## config.mk

```make
export PLATFORM = sky130hd
export DESIGN_NAME = pswallow_divider
export DESIGN_NICKNAME = d
export VERILOG_FILES = /design/src/rtl/psd_pkg.sv /design/src/rtl/psd_front_stage.sv /design/src/rtl/psd_ratio_regs.sv /design/src/rtl/psd_swallow_ctr.sv /design/src/rtl/pswallow_divider.sv
export SDC_FILE = /design/constraint.sdc
export NUM_CORES = 1
export LEC_CHECK = 0
export ABC_AREA = 1
export BUFFER_PORTS_ARGS = -buffer_cell sky130_fd_sc_hd__buf_4
export CAP_MARGIN = 20
export CORE_ASPECT_RATIO = 0.9
export CORE_UTILIZATION = 50
export CTS_CLUSTER_SIZE = 40
export DETAILED_ROUTE_END_ITERATION = 12
export PLACE_DENSITY = 0.68
export SYNTH_ARGS = -nofsm -noshare
export SYNTH_HDL_FRONTEND = slang
export SYNTH_SLANG_ARGS = --single-unit
```

## constraint.sdc

```tcl
create_clock -name clk -period 5.36 [get_ports clk]
set_input_delay 0.268 -clock clk [delete_from_list [all_inputs] [get_ports clk]]
set_output_delay 0.268 -clock clk [all_outputs]
set_load 0.01 [all_outputs]
```

## src/rtl/psd_pkg.sv

```systemverilog
package psd_pkg;
  localparam int unsigned PSD_M_W = 13;
  localparam int unsigned PSD_A_W = 4;

  typedef enum logic {
    FRONT_BYPASS = 1'b0,
    FRONT_HALVE  = 1'b1
  } front_mode_e;
endpackage

```

## src/rtl/psd_front_stage.sv

```systemverilog
module psd_front_stage
  import psd_pkg::*;
(
  input  logic clk,
  input  logic rst,
  input  logic pre_en,
  output logic tick
);
  logic        phase_q;
  front_mode_e mode;

  assign mode = front_mode_e'(pre_en);

  always_ff @(posedge clk) begin
    if (rst) begin
      phase_q <= 1'b0;
    end else if (mode == FRONT_HALVE) begin
      phase_q <= ~phase_q;
    end else begin
      phase_q <= 1'b0;
    end
  end

  assign tick = (mode == FRONT_HALVE) ? phase_q : 1'b1;

  // with the halving stage on, ticks never come back to back
  a_r3_tick_alternates: assert property (@(posedge clk) disable iff (rst)
    (pre_en && tick) |=> (!tick || !pre_en));
endmodule

```

## src/rtl/psd_ratio_regs.sv

```systemverilog
module psd_ratio_regs #(
  parameter int unsigned M_W = 13,
  parameter int unsigned A_W = 4
) (
  input  logic           clk,
  input  logic           rst,
  input  logic           load,
  input  logic [M_W-1:0] m_in,
  input  logic [A_W-1:0] a_in,
  input  logic           term,
  output logic [M_W-1:0] act_m,
  output logic [A_W-1:0] act_a,
  output logic [A_W-1:0] nxt_a,
  output logic           ratio_err
);
  logic [M_W-1:0] m_fix;
  logic [A_W-1:0] a_fix;
  logic [M_W-1:0] a_wide;
  logic           bad;
  logic [M_W-1:0] sh_m;
  logic [A_W-1:0] sh_a;
  logic           pend;

  // clean up the request: M at least 1, A no larger than M
  always_comb begin
    a_wide = M_W'(a_in);
    m_fix  = (m_in == '0) ? M_W'(1) : m_in;
    a_fix  = (a_wide > m_fix) ? A_W'(m_fix) : a_in;
    bad    = (m_in == '0) || (a_wide > m_in);
  end

  always_ff @(posedge clk) begin
    if (rst) begin
      sh_m      <= M_W'(1);
      sh_a      <= '0;
      pend      <= 1'b0;
      ratio_err <= 1'b0;
    end else if (load) begin
      sh_m      <= m_fix;
      sh_a      <= a_fix;
      pend      <= 1'b1;
      ratio_err <= bad;
    end else if (term) begin
      pend      <= 1'b0;
    end
  end

  always_ff @(posedge clk) begin
    if (rst) begin
      act_m <= M_W'(1);
      act_a <= '0;
    end else if (term && pend) begin
      act_m <= sh_m;
      act_a <= sh_a;
    end
  end

  assign nxt_a = pend ? sh_a : act_a;

  // the active ratio moves only on a divide-cycle boundary
  a_r5_hold_midcycle: assert property (@(posedge clk) disable iff (rst)
    !term |=> ($stable(act_m) && $stable(act_a)));

  // the active ratio is always legal
  a_r7_active_legal: assert property (@(posedge clk) disable iff (rst)
    (M_W'(act_a) <= act_m) && (act_m != '0));

  // a load requesting A above M raises the flag
  a_r7_flag_on_excess: assert property (@(posedge clk) disable iff (rst)
    (load && (M_W'(a_in) > m_in)) |=> ratio_err);
endmodule

```

## src/rtl/psd_swallow_ctr.sv

```systemverilog
module psd_swallow_ctr #(
  parameter int unsigned M_W = 13,
  parameter int unsigned A_W = 4,
  parameter int unsigned N   = 16
) (
  input  logic           clk,
  input  logic           rst,
  input  logic           tick,
  input  logic [M_W-1:0] act_m,
  input  logic [A_W-1:0] nxt_a,
  output logic           term
);
  localparam int unsigned MC_W = $clog2(N + 1);

  logic [MC_W-1:0] mc_q;
  logic [M_W-1:0]  sc_q;
  logic [A_W-1:0]  ac_q;
  logic            swallow;
  logic            sub_end;
  logic            last_sub;

  always_comb begin
    swallow  = (ac_q != '0);
    sub_end  = swallow ? (mc_q == MC_W'(N)) : (mc_q == MC_W'(N - 1));
    last_sub = (sc_q == act_m - 1'b1);
    term     = tick & sub_end & last_sub;
  end

  always_ff @(posedge clk) begin
    if (rst) begin
      mc_q <= '0;
      sc_q <= '0;
      ac_q <= '0;
    end else if (tick) begin
      if (sub_end) begin
        mc_q <= '0;
        if (last_sub) begin
          sc_q <= '0;
          ac_q <= nxt_a;
        end else begin
          sc_q <= sc_q + 1'b1;
          if (swallow) ac_q <= ac_q - 1'b1;
        end
      end else begin
        mc_q <= mc_q + 1'b1;
      end
    end
  end

  // the modulus counter never passes N
  a_r2_mod_range: assert property (@(posedge clk) disable iff (rst)
    mc_q <= MC_W'(N));

  // the sub-cycle index stays below the active M
  a_r2_sub_range: assert property (@(posedge clk) disable iff (rst)
    sc_q < act_m);

  // swallows left never exceed sub-cycles left
  a_r2_swallow_fits: assert property (@(posedge clk) disable iff (rst)
    M_W'(ac_q) <= (act_m - sc_q));
endmodule

```

## src/rtl/pswallow_divider.sv

```systemverilog
module pswallow_divider #(
  parameter int unsigned M_W = psd_pkg::PSD_M_W,
  parameter int unsigned A_W = psd_pkg::PSD_A_W,
  parameter int unsigned N   = 1 << A_W
) (
  input  logic           clk,
  input  logic           rst,
  input  logic           pre_en,
  input  logic [M_W-1:0] m_in,
  input  logic [A_W-1:0] a_in,
  input  logic           load,
  output logic           div_pulse,
  output logic           div_half,
  output logic           ratio_err
);
  logic           tick;
  logic           term;
  logic [M_W-1:0] act_m;
  logic [A_W-1:0] act_a;
  logic [A_W-1:0] nxt_a;

  psd_front_stage u_front (
    .clk    (clk),
    .rst    (rst),
    .pre_en (pre_en),
    .tick   (tick)
  );

  psd_ratio_regs #(.M_W(M_W), .A_W(A_W)) u_ratio (
    .clk       (clk),
    .rst       (rst),
    .load      (load),
    .m_in      (m_in),
    .a_in      (a_in),
    .term      (term),
    .act_m     (act_m),
    .act_a     (act_a),
    .nxt_a     (nxt_a),
    .ratio_err (ratio_err)
  );

  psd_swallow_ctr #(.M_W(M_W), .A_W(A_W), .N(N)) u_ctr (
    .clk   (clk),
    .rst   (rst),
    .tick  (tick),
    .act_m (act_m),
    .nxt_a (nxt_a),
    .term  (term)
  );

  always_ff @(posedge clk) begin
    if (rst) begin
      div_pulse <= 1'b0;
      div_half  <= 1'b0;
    end else begin
      div_pulse <= term;
      div_half  <= div_half ^ term;
    end
  end

  // outputs are clear right after a reset cycle
  a_r1_reset_clear: assert property (@(posedge clk)
    rst |=> (!div_pulse && !div_half && !ratio_err));

  // the pulse is one clock wide
  a_r4_one_wide: assert property (@(posedge clk) disable iff (rst)
    div_pulse |=> !div_pulse);

  // the test copy flips together with each pulse
  a_r9_half_flip: assert property (@(posedge clk) disable iff (rst)
    div_pulse |-> (div_half != $past(div_half)));

  // the test copy holds between pulses
  a_r9_half_hold: assert property (@(posedge clk) disable iff (rst)
    !div_pulse |-> $stable(div_half));
endmodule

```

==> metrics.yaml, run 1 <==
hold_path_class: "in -> reg"
vias_in_the_first_global_route: 3034
synth.yosys.seq_area_share_pct: 34.11
worst_hold_path.endpoint: "u_ctr.ac_q[3]"
placed_cells_incl_taps: 650
die_height_um: 82.27
nNetsFinal: 604
start_util_pct: 52.94
cts.path.max_buffers: 2
detail-route-antenna-nets: 0
synth_flop_cell: "sky130_fd_sc_hd__dfxtp_1"
vias_per_cell: 4.866
hold_start: "rst"
finalMaxSlewViolations: 0
cts_tree: "yes"
reg2reg_slack_ns: 2.91
finalCriticalPeriod_ns: 2.452
root_buffer: "sky130_fd_sc_hd__clkbuf_8"
yosysUniqueCellTypes: 31
grt_antenna_before_repair: 0
worstSkewPairLatency_ns: 0.34
cts.reportedPaths.clkPinSlew_ns: 0.07
critPathRequiredTime_ns: 5.57
timing.setup.tns_ns: 0
hold_viol_final: 0
route.vias.total: 3241
totalWireLength_um: 7525
post-dp-hpwl_um: 5759
syn-num-nets: 580
floorplan.die.width_um: 91.19
rsz0062_at_grt: "false"
final.period_utilization_pct: 45.75
core-area_mm2: 0.006761
routed_wire_length_per_instance_um: 11.30
route.detailed.drc: 0
place_area_mm2: 0.003806
syn-mean-instance-area_um2: 6.544
rr_worst_depth: 10
post_layout_nonfiller_instances: 666
totalPowerFinal_w: 0.0009439
die-area_mm2: 0.007502
worst_setup_path_end_kind: "flip-flop"
setup.worst_path.class: "reg -> reg"
max_cap_viol_count: 0
timing.critical_path.fanout_max: 15
min_path_cells: 2
final_area_mm2: 0.003999
fmax_mhz: 407.8
timing.final.setup_violations: 0
vdd.ir_drop.worst_mv: 0.1611
synth-warning-count: 0
cts-hold-fix-buffers: 0
grt_max_degree: 37
floorplan.rows: 28
grt_first_pass_wirelength_um: 13260
r2r_start: "u_ctr.ac_q[1]"
number_of_clock_sinks: 61
synthCells: 547
synth.cell_area_mm2: 0.003580
num_antenna_cells: 0
worstSetupStartpoint: "u_ctr.ac_q[1]"
grt-ovfl-total: 0
placement.io_buffers: 23
drive_above_1_share_pct: 13.89
cts_repair_resize_count: 0
globalRouteTotalUtil_pct: 22.48
postLayoutCoreUtil_pct: 59.14
num_io_pins: 24
setup.worst_path.start_class: "flip-flop"
synth_enable_flop_cells: 0
syn2layout_area_growth_pct: 11.71
static-leakage-power_nw: 1.976
detailed_routing_iterations_pass_1: 4
cellPowerDensity_mw_per_mm2: 236.0
reg_to_reg_end: "u_ratio.pend"
synth_seq_cells: 61
crit_arrival_ns: 2.66
max_slew_margin_pct: 59.23
htree_num_levels: 3
postCtsSetupBuffers: 0
worstMarginPinSlew_ns: 0.6110
drt-initial-drc-count: 108
clock-skew-final_ns: 0.01010
synth-async-reset-ratio_pct: 0
gpl.final_weighted_congestion: 0.8644
run_status: "completed"
cts-buffers-inserted: 9
[final cells by class]
cell class	instances	area, um2
fill	659	2763
clock inverter	4	47.55
timing repair buffer	24	180.2
clock buffer	12	145.1
inverter	82	307.8
multi-input combinational	393	1984
sequential	61	1221
tap	90	112.6
[power breakdown]
part | total, W | switching, W | internal (W)
Combinational | 0.0000657 | 0.0000387 | 0.0000270
Sequential | 0.000473 | 0.00000871 | 0.000465
Clock | 0.000405 | 0.000179 | 0.000226
Total | 0.000944 | 0.000226 | 0.000718
[worst max path at each step]
stage                                  end  cells past startpoint
after floorplan           u_ratio.act_m[5]                     17
after global placement     u_ratio.sh_a[0]                     15
after detailed placement          div_half                     10
after CTS                     u_ratio.pend                     10
after global routing          u_ratio.pend                     10
final                         u_ratio.pend                     10
[layer usage]
| layer | part of all wire (%) | track usage, % | vias to the layer above |
|---|---|---|---|
| met5 | 0 | 0 | - |
| met3 | 3.4 | 5.861 | 9 |
| met4 | 1.3 | 5.556 | 0 |
| met2 | 46 | 40.91 | 48 |
| li1 | - | - | 1762 |
| met1 | 49 | 26.80 | 1422 |
[through the flow]
step,worst slack (ns),hold slack [ns]
final,2.908,0.2043
after global routing,2.632,0.2018
after CTS,2.893,0.1931
after detailed placement,2.929,0.4522
after global placement,2.954,0.4480
after floorplan,3.369,0.3521
[worst max-delay path, stage by stage, from the launching register on]
cell                       delay (ns)
sky130_fd_sc_hd__dfxtp_1         0.30
sky130_fd_sc_hd__inv_1           0.09
sky130_fd_sc_hd__ha_1            0.18
sky130_fd_sc_hd__nand3_1         0.13
sky130_fd_sc_hd__nand3b_1        0.17
sky130_fd_sc_hd__nand2_1         0.08
sky130_fd_sc_hd__inv_2           0.05
sky130_fd_sc_hd__nor2_2          0.47
sky130_fd_sc_hd__nand4_4         0.23
sky130_fd_sc_hd__nand2_1         0.44
sky130_fd_sc_hd__o21ai_0         0.17
[cells in the mapped netlist (5+ instances only)]
cell type | n | area, um2
sky130_fd_sc_hd__nand2_1 | 153 | 574.3
sky130_fd_sc_hd__inv_1 | 73 | 274.0
sky130_fd_sc_hd__nor2_1 | 65 | 244.0
sky130_fd_sc_hd__dfxtp_1 | 61 | 1221
sky130_fd_sc_hd__nand3_1 | 34 | 170.2
sky130_fd_sc_hd__o21ai_0 | 33 | 165.2
sky130_fd_sc_hd__a21oi_1 | 20 | 100.1
sky130_fd_sc_hd__nor2_2 | 18 | 112.6
sky130_fd_sc_hd__ha_1 | 12 | 150.1
sky130_fd_sc_hd__xor2_1 | 9 | 78.83
sky130_fd_sc_hd__inv_2 | 8 | 30.03
sky130_fd_sc_hd__nor3_1 | 7 | 35.03
sky130_fd_sc_hd__nand2_2 | 6 | 37.54
sky130_fd_sc_hd__nand4_1 | 6 | 37.54
sky130_fd_sc_hd__xnor2_1 | 6 | 52.55
sky130_fd_sc_hd__clkbuf_1 | 5 | 18.77
sky130_fd_sc_hd__nor2_4 | 5 | 56.30
[cell families (layout without fill, tap and decap cells)]
kind of cell,after synthesis,after routing,synth area share [%]
XOR/XNOR,15,15,3.670
AND/OR/NAND/NOR,308,308,39.25
AO/OA/AOI/OAI,58,58,8.319
flip-flops,61,61,34.11
buffers and inverters,93,122,10.45
adder cells (fa/ha/maj),12,12,4.194
[cells in the final DEF, fill, tap and decap left out, types with 4 or more instances in the layout]
cell | synthesis | layout
sky130_fd_sc_hd__dfxtp_1 | 61 | 61
sky130_fd_sc_hd__nand3b_1 | 4 | 4
sky130_fd_sc_hd__xnor2_1 | 6 | 6
sky130_fd_sc_hd__o21ai_0 | 33 | 33
sky130_fd_sc_hd__nor2_2 | 18 | 18
sky130_fd_sc_hd__inv_1 | 73 | 73
sky130_fd_sc_hd__buf_4 | 2 | 24
sky130_fd_sc_hd__inv_2 | 8 | 8
sky130_fd_sc_hd__nand2_1 | 153 | 153
sky130_fd_sc_hd__clkbuf_8 | 0 | 10
sky130_fd_sc_hd__nand4_1 | 6 | 6
sky130_fd_sc_hd__a21oi_1 | 20 | 20
sky130_fd_sc_hd__ha_1 | 12 | 12
sky130_fd_sc_hd__nor2_4 | 5 | 5
sky130_fd_sc_hd__xor2_1 | 9 | 9
sky130_fd_sc_hd__nor2_1 | 65 | 65
sky130_fd_sc_hd__nor3_1 | 7 | 7
sky130_fd_sc_hd__nor4_1 | 4 | 4
sky130_fd_sc_hd__nand3_1 | 34 | 34
sky130_fd_sc_hd__nand2_2 | 6 | 6
[registers in the layout (all words and copies together), names as in the netlist]
signal	cells
u_ratio.act_m	13
u_ratio.pend	1
u_ctr.sc_q	13
u_ratio.sh_a	4
div_pulse	1
u_ctr.ac_q	4
u_ctr.mc_q	5
u_front.phase_q	1
u_ratio.ratio_err	1
u_ratio.sh_m	13
u_ratio.act_a	4
div_half	1
Power figures use the tool's default switching activity.
==> inputs of run 2 (changes only) <==
--- a/config.mk
+++ b/config.mk
@@ -12,7 +12,7 @@
 export CORE_UTILIZATION = 50
 export CTS_CLUSTER_SIZE = 40
 export DETAILED_ROUTE_END_ITERATION = 12
-export PLACE_DENSITY = 0.68
+export PLACE_DENSITY = 0.71
 export SYNTH_ARGS = -nofsm -noshare
 export SYNTH_HDL_FRONTEND = slang
 export SYNTH_SLANG_ARGS = --single-unit
==> constraint.sdc (replaced) <==
create_clock -name clk -period 2.2 [get_ports clk]
set_input_delay 0.11 -clock clk [delete_from_list [all_inputs] [get_ports clk]]
set_output_delay 0.11 -clock clk [all_outputs]
set_load 0.01 [all_outputs]
==> run 2 against run 1 <==
  * Setup slack lost 2.7 ns
  * Die area is the same
  * Cell area grew 2.5%
  * Global-route usage shrank 0.75 points
  * Clock skew shrank 0.0052 ns
  * Critical path type unchanged
  * Largest power group unchanged
  * Non-clock buffer count grew 7
  * Sequential power grew 140%
==> metrics.yaml, run 2 (synthesis gave the netlist of run 1 again) <==
run_status: "completed"
num_io_pins: 24  # unchanged
cp_num_cells: 16  # +6
worst_setup_path_end_kind: "flip-flop"
critPathRequiredTime_ns: 2.43  # -3.14 ns
core-area_mm2: 0.006761  # unchanged
gpl.final_weighted_congestion: 0.8846  # +2.3%
route.detailed.drc: 0  # unchanged
setup.worst_path.class: "reg -> reg"
worstPathCellList: "inv_1, ha_2, nand2_1, inv_1, nor2_1, nand2_1, nor2_1, nand2_1, nor2_2, nand2_1, nor2_4, nand4_4, buf_4, nand2_2, buf_12, o21ai_0"
cts_tree: "yes"
cts.path.max_buffers: 2  # unchanged
placement.io_buffers: 23  # unchanged
floorplan.die.width_um: 91.19  # unchanged
post-dp-hpwl_um: 5726  # -0.57%
root_buffer: "sky130_fd_sc_hd__clkbuf_8"
final_cell_mix: "sky130_fd_sc_hd__nand2_1 (151), sky130_fd_sc_hd__inv_1 (73), sky130_fd_sc_hd__nor2_1 (64), sky130_fd_sc_hd__dfxtp_1 (59), sky130_fd_sc_hd__nand3_1 (34)"
cts.reportedPaths.clkPinSlew_ns: 0.07  # about the same
die_height_um: 82.27  # unchanged
grt-ovfl-total: 0  # unchanged
drt-initial-drc-count: 145  # +34%
nNetsFinal: 611  # +1.2%
most_common_cell_after_layout_fill_and_taps_aside: "sky130_fd_sc_hd__nand2_1"
clock-skew-final_ns: 0.004886  # -0.005211 ns
vias_per_cell: 4.856  # -0.22%
totalWireLength_um: 7445  # -1.1%
routed_wire_length_per_instance_um: 11.06  # -2.1%
syn2layout_area_growth_pct: 14.51
cellPowerDensity_mw_per_mm2: 559.7  # +140%
drive_above_1_share_pct: 15.95  # +2.1 points
max_slew_margin_pct: 69.82  # +11 points
critical-path-top-cell-by-count: "sky130_fd_sc_hd__nand2_1"
start_util_pct: 52.94  # unchanged
grt_first_pass_wirelength_um: 12910  # -2.7%
finalCriticalPeriod_ns: 2.037  # -0.4154 ns
cp_slowest_stage_delay_ns: 0.32  # -0.15 ns
worstSkewPairLatency_ns: 0.34  # about the same
static-leakage-power_nw: 2.025  # +2.5%
vias_in_the_first_global_route: 2996  # -1.3%
floorplan.rows: 28  # unchanged
grt_max_degree: 37  # unchanged
detailed_routing_iterations_pass_1: 4  # unchanged
detail-route-antenna-nets: 0  # unchanged
timing.critical_path.fanout_max: 14  # -1
totalPowerFinal_w: 0.002294  # +140%
number_of_clock_sinks: 61  # unchanged
hold_viol_final: 0  # unchanged
cts-hold-fix-buffers: 0  # unchanged
setup.worst_path.start_class: "flip-flop"
crit_path_top_delay_cell: "sky130_fd_sc_hd__dfxtp_2"
critical_path_s_top_delay_family: "simple AND/OR/NAND/NOR gates"
num_antenna_cells: 0  # unchanged
die-area_mm2: 0.007502  # unchanged
filler_cell_count: 637  # -3.3%
finalMaxSlewViolations: 0  # unchanged
hold_ws_ns: 0.05327  # -0.1511 ns
htree_num_levels: 3  # unchanged
grt_antenna_before_repair: 0  # unchanged
final.period_utilization_pct: 92.58  # +47 points
worstMarginPinSlew_ns: 0.4486  # -0.1624 ns
route.vias.total: 3268  # +0.83%
layout_top_registers: "u_ctr.sc_q: 13 flops, u_ratio.act_m: 13 flops, u_ratio.sh_m: 13 flops"
cts-buffers-inserted: 9  # unchanged
fmax_mhz: 491.0  # +20%
critPathBufInv: 4  # +2
globalRouteTotalUtil_pct: 21.73  # -0.75 points
hold_path_class: "in -> reg"
rr_worst_depth: 16  # +6
crit_arrival_ns: 2.27  # -0.39 ns
max_cap_viol_count: 0  # unchanged
vdd.ir_drop.worst_mv: 0.3873  # +140%
min_path_cells: 2  # unchanged
timing.final.setup_violations: 0  # unchanged
## run 2: worst paths after layout
| path | from | to | slack, ns |
|---|---|---|---|
| setup reg to reg | u_ratio.act_m[1] | div_half | 0.16 |
| setup / recovery | u_ratio.act_m[1] | div_half | 0.16 |
| hold / removal | rst | u_ctr.ac_q[3] | 0.05 |
| hold reg to reg | u_ratio.sh_m[4] | u_ratio.act_m[4] | 0.47 |
## run 2: report_power, final
part           internal, W  total (W)  leakage [nW]  switching, W
clock network     0.000550   0.000975        0.0964      0.000425
logic            0.0000694   0.000164          1.43     0.0000950
registers          0.00113    0.00115         0.496     0.0000227
## run 2: per-stage QoR
step / utilization [%] / std cells / area [um2] / setup slack (ns) / setup TNS, ns
after floorplan: - / 547 / 3580 / 0.2089 / 0
after global placement: 57.11 / 654 / 3861 / -0.07771 / -0.1259
after detailed placement: 57.11 / 654 / 3861 / -0.1354 / -0.2468
after CTS: 59.96 / 670 / 4054 / 0.05978 / 0
after global routing: 60.62 / 673 / 4099 / -0.03154 / -0.1299
final: 60.62 / 673 / 4099 / 0.1633 / 0
## run 2: what timing repair did
item | CTS | global route
endpoints found under the setup margin | 0 | 36
resized for setup | 0 | 9
buffers inserted | 0 | 3
## run 2: metal layers
| layer | share of wire (%) | global-route usage, % | wire length, um | vias up |
|---|---|---|---|---|
| met2 | 44 | 37.27 | 3283 | 61 |
| met1 | 50 | 26.63 | 3753 | 1418 |
| met4 | 1.5 | 9.683 | 108 | 0 |
| met3 | 4.0 | 4.762 | 300 | 12 |
| met5 | 0 | 0 | 0 | - |
| li1 | - | - | - | 1777 |
## run 2: area by class of cell
cell class / count / area, um2 / area share (%)
clock inverters: 4 / 47.55 / 1.160
well taps: 90 / 112.6 / 2.747
flip-flops and latches: 61 / 1224 / 29.85
multi-input cells: 393 / 2004 / 48.90
inverters: 82 / 307.8 / 7.509
clock buffers: 12 / 145.1 / 3.541
repair buffers: 31 / 257.7 / 6.288
